**src/rtl/burst_seq_pkg.sv**
```systemverilog
package burst_seq_pkg;

  typedef enum logic [2:0] {
    CMD_HOLD,
    CMD_LOAD,
    CMD_END,
    CMD_STEP,
    CMD_IDLE
  } seq_cmd_e;

  typedef enum logic {
    ORD_LINEAR = 1'b0,
    ORD_XOR    = 1'b1
  } seq_order_e;

endpackage

```
**src/rtl/burst_seq_decode.sv**
```systemverilog
module burst_seq_decode
  import burst_seq_pkg::*;
(
  input  logic     stall,
  input  logic     advance,
  input  logic     sel,
  input  logic     burst_on,
  output seq_cmd_e cmd
);

  always_comb begin
    if (stall) begin
      cmd = CMD_HOLD;
    end else if (!advance) begin
      cmd = sel ? CMD_LOAD : CMD_END;
    end else begin
      cmd = burst_on ? CMD_STEP : CMD_IDLE;
    end
  end

endmodule

```
**src/rtl/burst_seq_beat.sv**
```systemverilog
module burst_seq_beat
  import burst_seq_pkg::*;
#(
  parameter int BEAT_W = 2
) (
  input  logic              clk,
  input  logic              rst_n,
  input  seq_cmd_e          cmd,
  output logic [BEAT_W-1:0] beat,
  output logic              active
);

  always_ff @(posedge clk) begin
    if (!rst_n) begin
      beat   <= '0;
      active <= 1'b0;
    end else begin
      unique case (cmd)
        CMD_LOAD: begin
          beat   <= '0;
          active <= 1'b1;
        end
        CMD_END:  active <= 1'b0;
        CMD_STEP: beat   <= beat + BEAT_W'(1);
        default:  ;
      endcase
    end
  end

endmodule

```
**src/rtl/burst_seq_lowmap.sv**
```systemverilog
module burst_seq_lowmap
  import burst_seq_pkg::*;
#(
  parameter int BEAT_W = 2
) (
  input  logic [BEAT_W-1:0] start,
  input  logic [BEAT_W-1:0] beat,
  input  seq_order_e        order,
  output logic [BEAT_W-1:0] low
);

  logic [BEAT_W-1:0] lin_v;
  logic [BEAT_W-1:0] xor_v;

  assign lin_v = start + beat;

  for (genvar b = 0; b < BEAT_W; b++) begin : g_xor
    assign xor_v[b] = start[b] ^ beat[b];
  end

  assign low = (order == ORD_XOR) ? xor_v : lin_v;

endmodule

```
**src/rtl/burst_addr_seq.sv**
```systemverilog
module burst_addr_seq
  import burst_seq_pkg::*;
#(
  parameter int ADDR_W = 18,
  parameter int BEAT_W = 2
) (
  input  logic              clk,
  input  logic              rst_n,
  input  logic              stall,
  input  logic              sel,
  input  logic              advance,
  input  logic              order_xor,
  input  logic [ADDR_W-1:0] ext_addr,
  output logic [ADDR_W-1:0] cur_addr,
  output logic              burst_on
);

  localparam int UPPER_W = ADDR_W - BEAT_W;

  seq_cmd_e          cmd;
  logic [ADDR_W-1:0] base_q;
  logic [BEAT_W-1:0] beat;
  logic [BEAT_W-1:0] low;
  seq_order_e        order;

  assign order = seq_order_e'(order_xor);

  burst_seq_decode u_dec (
    .stall    (stall),
    .advance  (advance),
    .sel      (sel),
    .burst_on (burst_on),
    .cmd      (cmd)
  );

  burst_seq_beat #(.BEAT_W(BEAT_W)) u_beat (
    .clk    (clk),
    .rst_n  (rst_n),
    .cmd    (cmd),
    .beat   (beat),
    .active (burst_on)
  );

  always_ff @(posedge clk) begin
    if (!rst_n) begin
      base_q <= '0;
    end else if (cmd == CMD_LOAD) begin
      base_q <= ext_addr;
    end
  end

  burst_seq_lowmap #(.BEAT_W(BEAT_W)) u_map (
    .start (base_q[BEAT_W-1:0]),
    .beat  (beat),
    .order (order),
    .low   (low)
  );

  assign cur_addr = {base_q[ADDR_W-1 -: UPPER_W], low};

endmodule

```
**config.mk**
```make
export PLATFORM = sky130hd
export DESIGN_NAME = burst_addr_seq
export DESIGN_NICKNAME = d
export VERILOG_FILES = /design/src/rtl/burst_seq_pkg.sv /design/src/rtl/burst_seq_decode.sv /design/src/rtl/burst_seq_beat.sv /design/src/rtl/burst_seq_lowmap.sv /design/src/rtl/burst_addr_seq.sv
export SDC_FILE = /design/constraint.sdc
export NUM_CORES = 1
export LEC_CHECK = 0
export BUFFER_PORTS_ARGS = -buffer_cell sky130_fd_sc_hd__buf_2
export CORE_MARGIN = 1
export CORE_UTILIZATION = 45
export CTS_CLUSTER_DIAMETER = 60
export CTS_CLUSTER_SIZE = 20
export DETAILED_ROUTE_END_ITERATION = 12
export HOLD_SLACK_MARGIN = 0.08
export PLACE_DENSITY = 0.86
export RECOVER_POWER = 25
export SETUP_SLACK_MARGIN = 0.5
export SKIP_CTS_REPAIR_TIMING = 1
export SYNTH_ARGS = -nofsm -noshare
export SYNTH_HDL_FRONTEND = slang
export SYNTH_SLANG_ARGS = --single-unit
```
**constraint.sdc**
```tcl
create_clock -name clk -period 1.1 [get_ports clk]
set_input_delay 0.22 -clock clk [delete_from_list [all_inputs] [get_ports clk]]
set_output_delay 0.22 -clock clk [all_outputs]
set_load 0.05 [all_outputs]
```
# ---- Yosys cells after proc, flatten, opt, wreduce, memory -nomap -nowiden
# Cells that the tools add are included.
# W data, S select, Z words.
dict set report totals {
  reg_bits 21
  latchBits 0
  mem_bits_rw 0
  rom_bits 0
  in_bits 24
  wordCells 19
  n_memories 0
}
dict set report op_classes {
  add_sub_neg 2
  n_mul 0
  n_div 0
  magnitude_cmp 0
  n_eq_ne 3
  shifts 0
  muxes 7
  bitwise_logic 2
  n_reduce_logical 2
}
# operator count
set ops {}
lappend ops {{$mux W3} 3}
lappend ops {{$eq A3 B2 Y1 const B} 2}
lappend ops {{$mux W2} 2}
lappend ops {{$pmux W2 S2} 1}
lappend ops {{$reduce_bool A2 Y1} 2}
lappend ops {{$eq A3 B1 Y1 const B} 1}
lappend ops {{$add A2 B1 Y2 const B} 1}
lappend ops {{$add A2 B2 Y2} 1}
lappend ops {{$pmux W1 S2} 1}
lappend ops {{$xor A1 B1 Y1} 2}

# ---- Logic depth before layout (Yosys ltp)
# Gate-level depths: netlist of the first run.
dict set report depth {
  ltp_word 5
  depth_mapped 5
  ltp_nobuf 3
}

# ---- Hierarchy
# From an unflattened synthesis of the first run, not the netlist that was laid out.
dict set report unflattened {
  cells_unflattened 119
  area_unflattened_um2 1078.5
}
# module n_inst cells_each area_per_inst_um2 seq_area_each_um2
set by_module_without_submodules {}
lappend by_module_without_submodules {burst_addr_seq 1 95 859.6 360.3}
lappend by_module_without_submodules {burst_seq_beat 1 14 145.1 60.1}
lappend by_module_without_submodules {burst_seq_decode 1 6 37.5 0.0}
lappend by_module_without_submodules {burst_seq_lowmap 1 4 36.3 0.0}

# ---- Least setup slack after synthesis of the first run
# No wires, ideal clock.
dict set report synth_path {
  path_kind {reg-to-output}
  start {reg u_beat.beat[0]}
  end {out cur_addr[1]}
  arrival_ps 1433
  slack_ps -553
  stages_incl_launch_ff 4
  cell_sequence {dfxtp_1 ha_1 nor2b_1 xnor2_1}
}
dict set report synth_between {
  elab_chain_len 2
}
# element line_no
set synth_rtl {}
lappend synth_rtl {{from (decl)} burst_seq_beat.sv:9} ;# output logic [BEAT_W-1:0] beat,
lappend synth_rtl {{from (signal assigned)} burst_seq_beat.sv:24} ;# CMD_STEP: beat <= beat + BEAT_W'(1);
lappend synth_rtl {{$add A2 B2 Y2} burst_seq_lowmap.sv:15} ;# assign lin_v = start + beat;
lappend synth_rtl {{$mux W2} burst_seq_lowmap.sv:21} ;# assign low = (order == ORD_XOR) ? xor_v : lin_v;
lappend synth_rtl {{to (decl)} burst_addr_seq.sv:14} ;# output logic [ADDR_W-1:0] cur_addr,
# No other way between the ends.

# ---- Worst setup path after layout of the first run
dict set report layout_path {
  start {reg base_q[0]}
  end {out cur_addr[1]}
}
dict set report layout_between {
  elab_chain_len 2
}
# element line_no
set layout_rtl {}
lappend layout_rtl {{from (decl)} burst_addr_seq.sv:21} ;# logic [ADDR_W-1:0] base_q;
lappend layout_rtl {{from (signal assigned)} burst_addr_seq.sv:48} ;# base_q <= ext_addr;
lappend layout_rtl {{$add A2 B2 Y2} burst_seq_lowmap.sv:15}
lappend layout_rtl {{$mux W2} burst_seq_lowmap.sv:21}
# No other way between the ends.

==> impl_metrics.tcl, run 1 <==
set metrics [dict create \
    max_slew_margin_pct 68.9 \
    die_x_um 49.3 \
    critical_path_arrival_ns 1.28 \
    synth_area_um2 1010 \
    core-area_um2 2040 \
    synthToLayoutAreaGrowth_pct 47.0 \
    power.leakage_nw 0.617 \
    die_y_um 49.3 \
    tritoncts "built" \
    reg2reg_from "u_beat.beat[0]$_SDFFE_PN0P_" \
    io_buffers 42 \
    critPathKind "reg -> out" \
    vias 770 \
    synth_fa_ha_area_share_pct 1.24 \
    grt_setup_unrepaired "true" \
    critical_path_required_ns 0.88 \
    muxShareOfSynthArea_pct 18.9 \
    post_synth_inst_count 97 \
    synth_simple_gate_area_share_pct 16.4 \
    finalSetupViolations 15 \
    grt_pass1_wl_um 2990 \
    grt_pass1_vias 756 \
    grt_max_degree 23 \
    min_period_ns 1.50 \
    violations "setup timing" \
    placed_area_um2 1220 \
    hold_start "ext_addr[15]" \
    power_frac_seq_pct 53.9 \
    syn_avg_cell_area_um2 10.4 \
    ys_ff_latch 21 \
    crit_slowest_cell "dfxtp_2" \
    seq_area_frac_synth_pct 41.7 \
    p_switching_uw 416 \
    skew_ns 0.000172 \
    final_hold_viol_count 0 \
    drt_iter0_drc 11 \
    clock_power_share_pct 24.0 \
    dp_cells 153 \
    n_antenna_cell 0 \
    finalNetCount 162 \
    worstSkewPairLatency_ns 0.29 \
    wl_um 2170 \
    drive_gt1_share_pct 60.3 \
    grt_overflow 0 \
    synth_top_family_by_area "multiplexers" \
    combinationalPowerShare_pct 22.1 \
    swShare_pct 27.7 \
    powerDensity_nw_per_um2 1020 \
    intPower_mw 1.09 \
    finalCritPeriodShare_pct 136 \
    slew_viol_final 0 \
    cts_root_buf "clkbuf_4" \
    numCtsBuffers 3 \
    final.setup.tns_ns -1.62 \
    crit_path_start "base_q[0]$_SDFFE_PN0N_" \
    cpPeakStageDelay_ns 0.37 \
    worstMarginPinSlew_ns 0.465 \
    wl_per_cell_um 13.3 \
    synth.net_count 122 \
    drc 0 \
    synth-xor-area-share_pct 1.74 \
    die_area_um2 2430 \
    start_util_pct 49.4 \
    ys_types 18 \
    fin_area_um2 1480 \
    status "complete, but fails checks" \
    num-fill-cells 155 \
    dpl.hpwl_um 1360 \
    fin_ws_ns -0.395 \
    io_pins 43 \
    cp-start-kind "register" \
    hold_path.class "in -> reg" \
    rows 16 \
    place.gp.congestion 0.649 \
    ys.warnings.count 0 \
    antenna_found_initial 0 \
    antenna_left 0 \
    worstPathCellList "ha_4 > nor2b_4 > xnor2_4 > buf_6" \
    drv_cap 0 \
    ir_drop_v 0.000599 \
    fmax_mhz 669 \
    synth_compound_area_share_pct 3.97 \
    clk_path_buf_depth 2 \
    cts_sinks 21 \
    cp_max_fo 2 \
    htree_num_levels 1 \
    fin_cells 163 \
    clk_pin_slew_ns 0.11 \
    grt_use_total_pct 15.7 \
    dr.pass1.iters 2 \
    critPathCaptureType "primary output" \
    vias_per_cell 4.72 \
]
==> path summary, 6_finish.rpt <==
kind	to	slack, ns	depth (start not counted)
min reg2reg	base_q[15]$_SDFFE_PN0N_	0.54	2
max	cur_addr[1]	-0.40	4
max reg2reg	u_beat.beat[0]$_SDFFE_PN0P_	0.14	4
min	base_q[15]$_SDFFE_PN0N_	0.17	3
==> Yosys cell counts <==
| master | n | area (um2) |
|---|---|---|
| nor2b_1 | 20 | 125 |
| mux2i_1 | 19 | 190 |
| dfxtp_1 | 21 | 420 |
| buf_6 | 1 | 11.3 |
| o21ai_0 | 2 | 10.0 |
| buf_4 | 16 | 120 |
| nor3b_2 | 1 | 12.5 |
| a21boi_0 | 1 | 7.51 |
| buf_12 | 1 | 20.0 |
| nand2_1 | 3 | 11.3 |
| nor3b_1 | 1 | 7.51 |
| nor2_1 | 1 | 3.75 |
| o21bai_1 | 1 | 7.51 |
| clkbuf_1 | 3 | 11.3 |
| o21a_1 | 2 | 15.0 |
| ha_1 | 1 | 12.5 |
| xnor2_1 | 2 | 17.5 |
| nand3_1 | 1 | 5.00 |
==> registers in the layout (all words and copies together), names as in the netlist <==
name and flops:
base_q 18, u_beat.active 1, u_beat.beat 2
==> placed cells by master, fill, tap and decap left out, types with 2 or more instances in the layout <==
master,synthesis,routed
buf_2,0,21
buf_4,16,10
buf_6,1,4
buf_8,0,18
clkbuf_1,3,2
clkbuf_4,0,3
dfxtp_1,21,2
dfxtp_2,0,18
mux2i_1,19,19
nand2_1,3,2
nor2b_1,20,19
o21a_1,2,2
o21ai_1,0,2
==> area by class of cell <==
| cell class | count | area [um2] | area share, % |
|---|---|---|---|
| flip-flops and latches | 21 | 447 | 30.1 |
| multi-input cells | 55 | 467 | 31.5 |
| clock buffers | 3 | 22.5 | 1.52 |
| clock inverters | 1 | 5.00 | 0.338 |
| repair buffers | 56 | 508 | 34.3 |
| well taps | 27 | 33.8 | 2.28 |
==> power by group through the flow <==
stage               registers (mW)  logic [mW]  clock network [mW]
floorplan                    0.827       0.225                   0
global placement             0.817       0.260                   0
detailed placement           0.819       0.269                   0
CTS                          0.801       0.269               0.378
global route                 0.814       0.353               0.423
finish                       0.811       0.333               0.361
==> worst max-delay path: cells and delay by family, from the launching register on <==
kind,cells,cell delay [ns]
flops,1,0.37
simple gates,1,0.18
fa+ha+maj,1,0.12
buf+inv,1,0.18
xor+xnor,1,0.13
==> stage by stage <==
stage | utilization (%) | hold slack (ns) | setup slack [ns] | total power [mW]
after floorplan | - | 0.360 | -0.0771 | 1.05
after global placement | 59.7 | 0.479 | -0.167 | 1.08
after detailed placement | 59.7 | 0.483 | -0.194 | 1.09
after CTS | 61.1 | 0.166 | -0.546 | 1.45
after global routing | 72.6 | 0.161 | -0.460 | 1.59
final | 72.6 | 0.171 | -0.395 | 1.51
==> metal layers <==
| layer | wire (um) | global-route usage (%) |
|---|---|---|
| met5 | 0 | 0 |
| met4 | 13 | 5.88 |
| met3 | 88 | 2.80 |
| met2 | 1290 | 30.8 |
| met1 | 784 | 16.0 |
==> logic make-up (layout without fill, tap and decap cells) <==
group	Yosys count	in the layout
flip-flops	21	21
AND/OR/NAND/NOR	27	27
AO/OA/AOI/OAI	6	6
adder cells (fa/ha/maj)	1	1
multiplexers	19	19
XOR/XNOR	2	2
buffers and inverters	21	60
Note: power is estimated with default switching activity, not from simulation.
==> inputs of run 2 (changes only) <==
--- a/config.mk
+++ b/config.mk
@@ -7,12 +7,12 @@
 export LEC_CHECK = 0
 export BUFFER_PORTS_ARGS = -buffer_cell sky130_fd_sc_hd__buf_2
 export CORE_MARGIN = 1
-export CORE_UTILIZATION = 45
+export CORE_UTILIZATION = 46
 export CTS_CLUSTER_DIAMETER = 60
 export CTS_CLUSTER_SIZE = 20
 export DETAILED_ROUTE_END_ITERATION = 12
 export HOLD_SLACK_MARGIN = 0.08
-export PLACE_DENSITY = 0.86
+export PLACE_DENSITY = 0.88
 export RECOVER_POWER = 25
 export SETUP_SLACK_MARGIN = 0.5
 export SKIP_CTS_REPAIR_TIMING = 1
==> impl_metrics.tcl, run 2 (synthesis gave the netlist of run 1 again) <==
set metrics [dict create \
    status "complete, but fails checks" \
    violations "setup timing" \
    max_slew_margin_pct 80.4 \
    critical_path_required_ns 0.88 \
    reg_top3 "base_q (18), u_beat.beat (2), u_beat.active (1)" \
    utilization_pct 75.0 \
    p_switching_uw 406 \
    met1_length_um 765 \
    vias_per_cell 4.70 \
    final_hold_viol_count 0 \
    grt_overflow 0 \
    drt_iter0_drc 6 \
    powerDensity_nw_per_um2 1000 \
    die_area_um2 2380 \
    tritoncts "built" \
    clk_path_buf_depth 2 \
    fin_ws_ns -0.379 \
    htree_num_levels 1 \
    final.setup.tns_ns -0.541 \
    largest_reg_flops 18 \
    numCtsBuffers 3 \
    critPathKind "reg -> out" \
    largest_register "base_q" \
    mostFrequentLayoutCell "buf_2" \
    critPathCaptureType "primary output" \
    intPower_mw 1.10 \
    finalNetCount 159 \
    dr.pass1.iters 4 \
    core-area_um2 2000 \
    route.met3.wl_um 81 \
    swShare_pct 26.9 \
    place.gp.congestion 0.629 \
    drive_gt1_share_pct 61.7 \
    power.leakage_nw 0.616 \
    min_period_ns 1.48 \
    antenna_found_initial 0 \
    rows 16 \
    cts_sinks 21 \
    cts_root_buf "clkbuf_4" \
    grt_pass1_wl_um 2610 \
    slew_viol_final 0 \
    layout_common_cells "buf_2 (21), mux2i_1 (19), buf_8 (19), nor2b_1 (18), dfxtp_2 (18)" \
    hold_path.class "in -> reg" \
    synthToLayoutAreaGrowth_pct 48.9 \
    clk_pin_slew_ns 0.11 \
    worstMarginPinSlew_ns 0.294 \
    critical_path_arrival_ns 1.26 \
    power_frac_seq_pct 53.9 \
    drv_cap 0 \
    drc 0 \
    skew_ns 0.00323 \
    wl_um 1950 \
    highest_layer "met4" \
    grt_pass1_vias 635 \
    n_antenna_cell 0 \
    vias 752 \
    finalSetupViolations 2 \
    finalCritPeriodShare_pct 134 \
    wl_met2_um 1080 \
    grt_use_total_pct 13.9 \
    cp-start-kind "register" \
    wl_per_cell_um 12.2 \
    start_util_pct 50.4 \
    clock_power_share_pct 23.7 \
    ir_drop_v 0.000865 \
    dpl.hpwl_um 1220 \
    combinationalPowerShare_pct 22.4 \
    num-fill-cells 154 \
    antenna_left 0 \
    cp_max_fo 2 \
    io_buffers 42 \
    grt_max_degree 23 \
    fmax_mhz 676 \
    die_x_um 48.8 \
    die_y_um 48.8 \
    worstSkewPairLatency_ns 0.29 \
    io_pins 43 \
    grt_setup_unrepaired "true" \
]
-- run 2: layout make-up --
class | count | area, um2 | share of cell area, %
Sequential cell | 21 | 447 | 29.7
Timing Repair Buffer | 53 | 514 | 34.2
Multi-Input combinational cell | 55 | 480 | 32.0
Clock buffer | 4 | 26.3 | 1.75
Tap cell | 27 | 33.8 | 2.25
-- run 2: power groups by stage --
stage / clock network [mW] / logic (mW) / registers (mW)
after floorplan: 0 / 0.225 / 0.827
after global placement: 0 / 0.260 / 0.817
after detailed placement: 0 / 0.266 / 0.819
after CTS: 0.371 / 0.266 / 0.801
after global routing: 0.409 / 0.356 / 0.815
final: 0.358 / 0.337 / 0.812
-- run 2: worst max-delay path: stages, from the launching register on --
cell and delay [ns]:
dfxtp_2 0.37, ha_4 0.12, nor2b_4 0.17, xnor2_4 0.13, buf_6 0.17
-- run 2: final timing paths --
path	startpoint	endpoint	slack, ns	cells after the start
worst max-delay path	u_beat.beat[0]$_SDFFE_PN0P_	cur_addr[1]	-0.38	4
worst min-delay path	ext_addr[17]	base_q[17]$_SDFFE_PN0N_	0.18	3
worst max register to register	u_beat.beat[0]$_SDFFE_PN0P_	u_beat.beat[0]$_SDFFE_PN0P_	0.16	4
worst min register to register	base_q[11]$_SDFFE_PN0N_	base_q[11]$_SDFFE_PN0N_	0.54	2
-- run 2: per-stage QoR --
stage               setup WS, ns  hold WS, ns  area [um2]  std cells  total power [mW]
global route              -0.434        0.169        1500        160              1.58
floorplan                -0.0771        0.360        1160         97              1.05
detailed placement        -0.189        0.486        1220        153              1.08
global placement          -0.168        0.478        1220        153              1.08
CTS                       -0.528        0.177        1250        157              1.44
finish                    -0.379        0.183        1500        160              1.51
-- run 2: metal layers --
metal,vias to the layer above,GRT usage (%)
li1,371,-
met3,4,3.12
met2,22,25.0
met5,-,0
met4,0,5.88
met1,355,15.5
